<file path="src/rtl/sram_ctl_pkg.sv">
package sram_ctl_pkg;

  typedef enum logic [1:0] {
    PH_IDLE   = 2'd0,
    PH_SETUP  = 2'd1,
    PH_ACTIVE = 2'd2,
    PH_HOLD   = 2'd3
  } phase_t;

  // Round a nanosecond minimum up to whole clock cycles.
  function automatic int ns2cyc(input int ns, input int clk_ns);
    return (ns + clk_ns - 1) / clk_ns;
  endfunction

  function automatic int imax(input int a, input int b);
    return (a > b) ? a : b;
  endfunction

endpackage

</file>
<file path="src/rtl/sram_phase_timer.sv">
module sram_phase_timer #(
  parameter int CNT_W = 5
) (
  input  logic             clk,
  input  logic             rst,
  input  logic             load,
  input  logic [CNT_W-1:0] load_val,
  output logic             last
);

  logic [CNT_W-1:0] cnt_q;

  // A load of N makes the phase last exactly N cycles.
  always_ff @(posedge clk) begin
    if (rst) begin
      cnt_q <= '0;
    end else if (load) begin
      cnt_q <= load_val - CNT_W'(1);
    end else if (cnt_q != '0) begin
      cnt_q <= cnt_q - CNT_W'(1);
    end
  end

  assign last = (cnt_q == '0);

endmodule

</file>
<file path="src/rtl/sram_rd_capture.sv">
module sram_rd_capture #(
  parameter int DATA_W = 8
) (
  input  logic              clk,
  input  logic              rst,
  input  logic              en,
  input  logic [DATA_W-1:0] din,
  output logic [DATA_W-1:0] q
);

  always_ff @(posedge clk) begin
    if (rst) q <= '0;
    else if (en) q <= din;
  end

endmodule

</file>
<file path="src/rtl/sram_port_ctrl.sv">
module sram_port_ctrl
  import sram_ctl_pkg::*;
#(
  parameter int ADDR_W    = 13,
  parameter int DATA_W    = 8,
  parameter int CLK_NS    = 4,
  parameter int T_WP_NS   = 60,
  parameter int T_AW_NS   = 80,
  parameter int T_CW_NS   = 80,
  parameter int T_DW_NS   = 40,
  parameter int T_WHZ_NS  = 35,
  parameter int T_CYC_NS  = 100,
  parameter int T_AA_NS   = 100,
  parameter int T_OE_NS   = 50,
  parameter int T_HZ_NS   = 35
) (
  input  logic              clk,
  input  logic              rst,
  input  logic              req,
  input  logic              we,
  input  logic [ADDR_W-1:0] addr,
  input  logic [DATA_W-1:0] wdata,
  output logic [DATA_W-1:0] rdata,
  output logic              done,
  output logic [ADDR_W-1:0] mem_addr,
  output logic              mem_cs_n,
  output logic              mem_cs,
  output logic              mem_we_n,
  output logic              mem_oe_n,
  output logic [DATA_W-1:0] mem_dq_out,
  output logic              mem_dq_oe,
  input  logic [DATA_W-1:0] mem_dq_in
);

  // Write window: pulse width, address-to-end, select-to-end and the
  // float-plus-setup rule that keeps two drivers off the bus.
  localparam int WR_CYC  = imax(imax(ns2cyc(T_WP_NS, CLK_NS), ns2cyc(T_AW_NS, CLK_NS)),
                                imax(ns2cyc(T_CW_NS, CLK_NS), ns2cyc(T_WHZ_NS + T_DW_NS, CLK_NS)));
  // Recovery pads the whole store (setup + window + recovery) to the cycle time.
  localparam int WR_HOLD = imax(1, ns2cyc(T_CYC_NS, CLK_NS) - 1 - WR_CYC);
  localparam int RD_CYC  = imax(imax(ns2cyc(T_AA_NS, CLK_NS), ns2cyc(T_OE_NS, CLK_NS)),
                                ns2cyc(T_CYC_NS, CLK_NS));
  localparam int RD_HOLD = imax(1, ns2cyc(T_HZ_NS, CLK_NS));
  localparam int MAX_CYC = imax(imax(WR_CYC, WR_HOLD), imax(RD_CYC, RD_HOLD));
  localparam int CNT_W   = $clog2(MAX_CYC + 1);

  phase_t            ph_q, ph_d;
  logic              op_we_q, op_we_d;
  logic              accept, cap_en, finish;
  logic              tmr_load, tmr_last;
  logic [CNT_W-1:0]  tmr_val;
  logic [ADDR_W-1:0] addr_q;
  logic [DATA_W-1:0] wd_q;
  logic              cs_n_q, cs_q, we_n_q, oe_n_q, dq_oe_q, done_q;

  sram_phase_timer #(.CNT_W(CNT_W)) u_timer (
    .clk      (clk),
    .rst      (rst),
    .load     (tmr_load),
    .load_val (tmr_val),
    .last     (tmr_last)
  );

  sram_rd_capture #(.DATA_W(DATA_W)) u_capture (
    .clk (clk),
    .rst (rst),
    .en  (cap_en),
    .din (mem_dq_in),
    .q   (rdata)
  );

  always_comb begin
    ph_d     = ph_q;
    op_we_d  = op_we_q;
    accept   = 1'b0;
    cap_en   = 1'b0;
    finish   = 1'b0;
    tmr_load = 1'b0;
    tmr_val  = '0;
    unique case (ph_q)
      PH_IDLE: begin
        if (req) begin
          accept   = 1'b1;
          op_we_d  = we;
          ph_d     = PH_SETUP;
          tmr_load = 1'b1;
          tmr_val  = CNT_W'(1);
        end
      end
      PH_SETUP: begin
        if (tmr_last) begin
          ph_d     = PH_ACTIVE;
          tmr_load = 1'b1;
          tmr_val  = op_we_q ? CNT_W'(WR_CYC) : CNT_W'(RD_CYC);
        end
      end
      PH_ACTIVE: begin
        if (tmr_last) begin
          ph_d     = PH_HOLD;
          cap_en   = !op_we_q;
          tmr_load = 1'b1;
          tmr_val  = op_we_q ? CNT_W'(WR_HOLD) : CNT_W'(RD_HOLD);
        end
      end
      PH_HOLD: begin
        if (tmr_last) begin
          ph_d   = PH_IDLE;
          finish = 1'b1;
        end
      end
      default: ph_d = PH_IDLE;
    endcase
  end

  // Memory-side strobes are decoded from the next phase and registered,
  // so every pin changes on a clock edge together with the phase.
  always_ff @(posedge clk) begin
    if (rst) begin
      ph_q    <= PH_IDLE;
      op_we_q <= 1'b0;
      addr_q  <= '0;
      wd_q    <= '0;
      cs_n_q  <= 1'b1;
      cs_q    <= 1'b0;
      we_n_q  <= 1'b1;
      oe_n_q  <= 1'b1;
      dq_oe_q <= 1'b0;
      done_q  <= 1'b0;
    end else begin
      ph_q    <= ph_d;
      op_we_q <= op_we_d;
      if (accept) begin
        addr_q <= addr;
        wd_q   <= wdata;
      end
      cs_n_q  <= (ph_d != PH_ACTIVE);
      cs_q    <= (ph_d == PH_ACTIVE);
      we_n_q  <= !((ph_d == PH_ACTIVE) && op_we_d);
      oe_n_q  <= !((ph_d == PH_ACTIVE) && !op_we_d);
      dq_oe_q <= op_we_d && ((ph_d == PH_ACTIVE) ||
                             ((ph_q == PH_ACTIVE) && (ph_d == PH_HOLD)));
      done_q  <= finish;
    end
  end

  assign mem_addr   = addr_q;
  assign mem_dq_out = wd_q;
  assign mem_cs_n   = cs_n_q;
  assign mem_cs     = cs_q;
  assign mem_we_n   = we_n_q;
  assign mem_oe_n   = oe_n_q;
  assign mem_dq_oe  = dq_oe_q;
  assign done       = done_q;

endmodule

</file>
<file path="config.mk">
export PLATFORM = sky130hd
export DESIGN_NAME = sram_port_ctrl
export DESIGN_NICKNAME = d
export VERILOG_FILES = /design/src/rtl/sram_ctl_pkg.sv /design/src/rtl/sram_phase_timer.sv /design/src/rtl/sram_rd_capture.sv /design/src/rtl/sram_port_ctrl.sv
export SDC_FILE = /design/constraint.sdc
export NUM_CORES = 1
export LEC_CHECK = 0
export CORE_MARGIN = 8
export CORE_UTILIZATION = 41
export CTS_BUF_LIST = sky130_fd_sc_hd__clkbuf_4
export DETAILED_ROUTE_END_ITERATION = 10
export PLACE_DENSITY = 0.79
export SYNTH_ARGS = -nofsm -noshare
export SYNTH_HDL_FRONTEND = slang
export SYNTH_SLANG_ARGS = --single-unit
</file>
<file path="constraint.sdc">
create_clock -name clk -period 2.3 [get_ports clk]
set_clock_uncertainty 0.15 [all_clocks]
set_input_delay 0.46 -clock clk [delete_from_list [all_inputs] [get_ports clk]]
set_output_delay 0.46 -clock clk [all_outputs]
set_load 0.05 [all_outputs]
</file>
---- After elaboration in Yosys (flattened, before gate mapping) ----
Cells that the tools add are included.
word-level totals
  RAM bits ................................ 0
  ROM bits ................................ 0
  bits in registers ....................... 43
  latch bits .............................. 0
  memories kept ........................... 0
  input port bits ......................... 33
  output and inout port bits .............. 35
  logic and storage cells ................. 57
operators by class
  equality and inequality tests ........... 6
  add/sub/neg operators ................... 2
  bitwise operators ....................... 1
  magnitude comparators ................... 0
  mux-type cells .......................... 21
  reductions and logical operators ........ 15
  multiply operators ...................... 0
  shift operators ......................... 0
  div/mod/pow operators ................... 0
operator list
  kind                                                                   count
  5-bit two-way mux                                                      3
  5-bit one-hot mux with 3 select lines                                  1
  4-bit two-way mux                                                      3
  5-bit by 1-bit subtractor with 5-bit output, second input constant     2
  2-bit equality test, second input constant                             4
  1-bit two-way mux                                                      8
  2-bit two-way mux                                                      4
  2-bit one-hot mux with 4 select lines                                  1
  5-bit zero test                                                        1
  5-bit nonzero test                                                     1
  1-bit logical AND                                                      4
  1-bit zero test                                                        4
  2-bit OR reduction                                                     2
  2-bit by 1-bit equality test with 1-bit output, second input constant  1
  2-bit zero test                                                        1
  2-bit inequality test, second input constant                           1
  1-bit one-hot mux with 2 select lines                                  1
  2-bit nonzero test                                                     1
  1-bit logical OR                                                       1
  1-bit NOT                                                              1

---- Longest topological paths before layout ----
  word-level depth ........................ 7
  depth in mapped cells ................... 10
  gate-level depth less buffers ........... 9

---- Hierarchy ----
A second synthesis with hierarchy kept.
second synthesis, totals
  cells, all modules ...................... 203
  area total of the unflattened synthesis .. 1,771.7 µm²
modules (own cells, without submodules)
  module            instances  cells each  sequential area each (µm²)  area each (µm²)
  sram_port_ctrl    1          143         600.6                       1,173.6
  sram_phase_timer  1          34          100.1                       312.8
  sram_rd_capture   1          26          160.2                       285.3

---- Worst setup path after synthesis ----
No wires, ideal clock.
  kind .................................... flip-flop to flip-flop
  from .................................... reg ph_q[0]
  to ...................................... reg u_timer.cnt_q[4]
  library setup time ...................... 0.115 ns
  slack ................................... 0.115 ns
  cell stages (with the launch flop) ...... 11
  data required time ...................... 2.035 ns
  path buffers ............................ 1
  arrival ................................. 1.920 ns
  clock period less this slack ............ 2.185 ns
  cells stage by stage .................... dfxtp_1 inv_1 ha_1 buf_6 nor2_4 and4b_1 o31ai_4 ha_1 o311ai_2 xnor2_1 nor2_1
between the ends
  longest elaborated chain between the ends .. 4
  elaborated cells on any way between the ends .. 9
  those cells by class .................... add/sub (1); eq/ne (2); mux (3); reduce/logical (3)
RTL lines
  item                                                                                                         line                                          text
  start: declaration                                                                                           sram_port_ctrl.sv:47                          phase_t ph_q, ph_d;
  start signal: assignment                                                                                     sram_port_ctrl.sv:130                         ph_q <= ph_d;
  2-bit equality test (tied with other cells)                                                                  sram_port_ctrl.sv:80                          unique case (ph_q)
  5-bit one-hot mux with 3 select lines / 2-bit OR reduction (equally long branches)                           n/a
  5-bit by 1-bit subtractor with 5-bit output / 1-bit one-hot mux with 2 select lines (equally long branches)  sram_phase_timer.sv:18, sram_port_ctrl.sv:80
  5-bit two-way mux / 2-bit nonzero test (equally long branches)                                               n/a
  end signal: assignment                                                                                       sram_phase_timer.sv:18                        cnt_q <= load_val - CNT_W'(1);
  end signal: assignment                                                                                       sram_phase_timer.sv:20                        cnt_q <= cnt_q - CNT_W'(1);
  end: declaration                                                                                             sram_phase_timer.sv:11                        logic [CNT_W-1:0] cnt_q;
Parallel ways exist; a longest one is shown, timed or not.
A chain may end at the register's enable or synchronous reset.

---- Worst setup path after layout ----
Ends and elaborated chain as after synthesis.

==> metrics <==
outcome=finished, final reports clean; shortest period the worst path allows=2.141 ns; via count=1647; Post-Synthesis Cells=205; placed cell areas=2574 sq um; Inst Count DP=322; Rel. slew slack=64.80%; Mean Syn Cell Area=8.832 sq um; clock power share=13.5%; pin count of the biggest net entering global routing=34; WHS Path Cells=2; ANT cells=0; # setup viols final=0; ys flop type=dfxtp_1; CTS tree=done; endpoint type of the worst setup path=flop; Reg power frac=35.5%; total power=2.799 mW; RSZ-0062 raised after global routing=false; crit path launch type=flop; Slew Limit Fails=0; Reg clk slew, reported paths=0.13 ns; Worst Path Buf+Inv=1; HP Class=flop to flop; via/cell ratio=4.991; FFs w/ async S/R, synth=0%; register-to-register path setup slack=0.16 ns; Crit Path Class=flop to flop; Place WS=-0.01144 ns; Logic pwr share=51.0%; reg2reg start=ph_q[0]$_SDFF_PP0_; Top delay family on crit path=adder cells; Post-synth top cells=nand2_1 (49), dfxtp_1 (43), a21oi_1 (24); Final Hold Viols=0; DRT antenna net count=0; Initial Util=42.16%; Pwr per Cell Area=1063 nW/um^2; total detailed-routing wirelength=4612 um; cell taking the most area after synthesis=dfxtp_1; worst-skew pair later-pin latency=0.34 ns; flops & latches, synth=43; PortBufs=67; post-route insts no fill=330; first-pass GRT wire length=7417 um; CP Depth=9; final net count=317; top cells by area in the synthesized netlist=dfxtp_1 (48%), nand2_1 (10%), a21oi_1 (6.6%); die extent in x=82.45 um; Syn Std Cell Area=1810 sq um; worst reg2reg path endpoint=u_timer.cnt_q[4]$_SDFFE_PP0P_; crit-path cells=inv_1 > ha_1 > nor2_4 > and4b_1 > o31ai_4 > ha_1 > o311ai_2 > xnor2_1 > nor2_1; Root Buffer=clkbuf_4; max cap viols=0; sequential-to-total area share from yosys stat=47.55%; Final period util=93.07%; Arr. time, crit path=2.24 ns; fmax=467.1 MHz; Sink Count=43; Worst Tran Pin Value=0.5263 ns; Final WS setup=0.1593 ns; Psw=1.219 mW; WL per Instance=13.98 um; worst hold start=mem_addr[0]$_SDFFE_PP0P_; P&R area growth vs syn=45.47%; slowest CP cell=dfxtp_2; count leader, synth=nand2_1; CTS buffer count=5; drt initial violations=120; Core Box Area=4294 sq um; CP peak stage delay=0.40 ns; Net Sw Frac=43.55%; die area=6798 sq um; # hold bufs at CTS=0; most frequent CP cell=ha_1; P_int=1.580 mW; initial antenna violation count=0; placement row count=24; Cell variety after synth=40; YS warnings=0; grt ovf=0; TritonRoute pass-1 iters=4; share of layout cells above drive strength 1=10.43%; maximum vdd drop=0.0005360 V; Leak Pwr=1.076 nW; H-tree depth=2; final instance area=2634 sq um; Total GRT Usage=13.91%; number of global-route vias before repair=1627; die extent in y=82.45 um; Synth top area share=47.55%; crit-path max FO=5; clock buffer depth=2; Critical path origin=ph_q[0]$_SDFF_PP0_; I/O pin total=68; Reg2Reg Depth=9; Final Wtd Congestion=0.9178; WP data required=2.40 ns; number of remaining DRC errors=0; Post-synth EDFFs=0; Hold Path End=mem_addr[0]$_SDFFE_PP0P_; dpl hpwl=3442 um; Post-Syn Nets=245
-- layer usage --
layer	up-vias	track usage (%)	share of wire, %
met1	748	15.88	43
li1	834	-	-
met2	59	22.00	45
met5	-	0	0
met3	6	7.359	11
met4	0	4.211	1.1
-- worst reg2reg max path, cell delays in order, from the launching register on --
cell      delay, ns
dfxtp_2        0.40
inv_1          0.09
ha_1           0.24
nor2_4         0.12
and4b_1        0.23
o31ai_4        0.26
ha_1           0.24
o311ai_2       0.12
xnor2_1        0.17
nor2_1         0.05
-- power groups by stage --
stage | clock network (mW) | logic [mW] | registers (mW)
after CTS | 0.397 | 1.44 | 0.987
final | 0.377 | 1.43 | 0.994
after global routing | 0.427 | 1.56 | 1.01
after detailed placement | 0 | 1.43 | 1.00
after floorplan | 0 | 0.772 | 1.24
after global placement | 0 | 1.42 | 1.00
-- worst max-delay path by stage --
| stage | slack [ns] | endpoint |
|---|---|---|
| 5_1_grt | 0.04 | u_timer.cnt_q[4]$_SDFFE_PP0P_ |
| 2_1_floorplan | 0.11 | u_timer.cnt_q[4]$_SDFFE_PP0P_ |
| 6_report | 0.16 | u_timer.cnt_q[4]$_SDFFE_PP0P_ |
| 3_3_place_gp | 0.07 | u_timer.cnt_q[4]$_SDFFE_PP0P_ |
| 4_1_cts | 0.08 | u_timer.cnt_q[4]$_SDFFE_PP0P_ |
| 3_5_place_dp | -0.01 | u_timer.cnt_q[3]$_SDFFE_PP0P_ |
-- stage by stage --
stage	hold slack, ns	TNS [ns]	util [%]
2_1_floorplan	0.4067	0	-
3_3_place_gp	0.2911	0	59.94
3_5_place_dp	0.2981	-0.01144	59.94
4_1_cts	0.3148	0	61.28
5_1_grt	0.3305	0	61.33
6_report	0.3105	0	61.33
-- flip-flops by register name, summed over array words and instances, names as in the netlist --
signal / cells
mem_dq_out: 8
op_we_q: 1
mem_addr: 13
done: 1
mem_dq_oe: 1
mem_oe_n: 1
mem_cs_n: 1
mem_cs: 1
u_timer.cnt_q: 5
mem_we_n: 1
u_capture.q: 8
ph_q: 2
-- timing repair --
item / 4_1_cts / 5_1_grt
buffers inserted: 0 / 0
gates resized for setup: 0 / 2
hold endpoints to repair: 0 / 0
endpoints found under the setup margin: 0 / 1
-- logic make-up after synthesis --
logic type | share of synthesized area (%)
XOR/XNOR | 0.9677
AO/OA/AOI/OAI | 14.72
buffers and inverters | 3.732
flip-flops | 47.55
multiplexers | 5.529
adder cells (fa/ha/maj) | 4.837
AND/OR/NAND/NOR | 22.67
-- cell type report --
type | count | area (sq um)
Multi-Input combinational cell | 146 | 882.1
Clock buffer | 6 | 45.04
Fill cell | 383 | 1660
Inverter | 6 | 22.52
Sequential cell | 43 | 863.3
Timing Repair Buffer | 75 | 743.2
Tap cell | 52 | 65.06
Clock inverter | 2 | 12.51
-- layout by cell type, fill, tap and decap left out, drive strengths merged, types with 2 or more instances in the layout --
| cell type | synthesis | layout |
|---|---|---|
| mux2i | 10 | 10 |
| buf | 2 | 8 |
| or3 | 2 | 2 |
| o311ai | 3 | 3 |
| dfxtp | 43 | 43 |
| nor2 | 21 | 21 |
| nand3b | 2 | 2 |
| a21oi | 24 | 24 |
| o21ai | 2 | 2 |
| nand2b | 2 | 2 |
| o31ai | 2 | 2 |
| clkbuf | 8 | 6 |
| or2 | 2 | 2 |
| clkdlybuf4s50 | 0 | 67 |
| nand2 | 49 | 49 |
| inv | 6 | 6 |
| ha | 7 | 7 |
| nor3 | 5 | 5 |
Note: power is estimated with default switching activity, not from simulation.
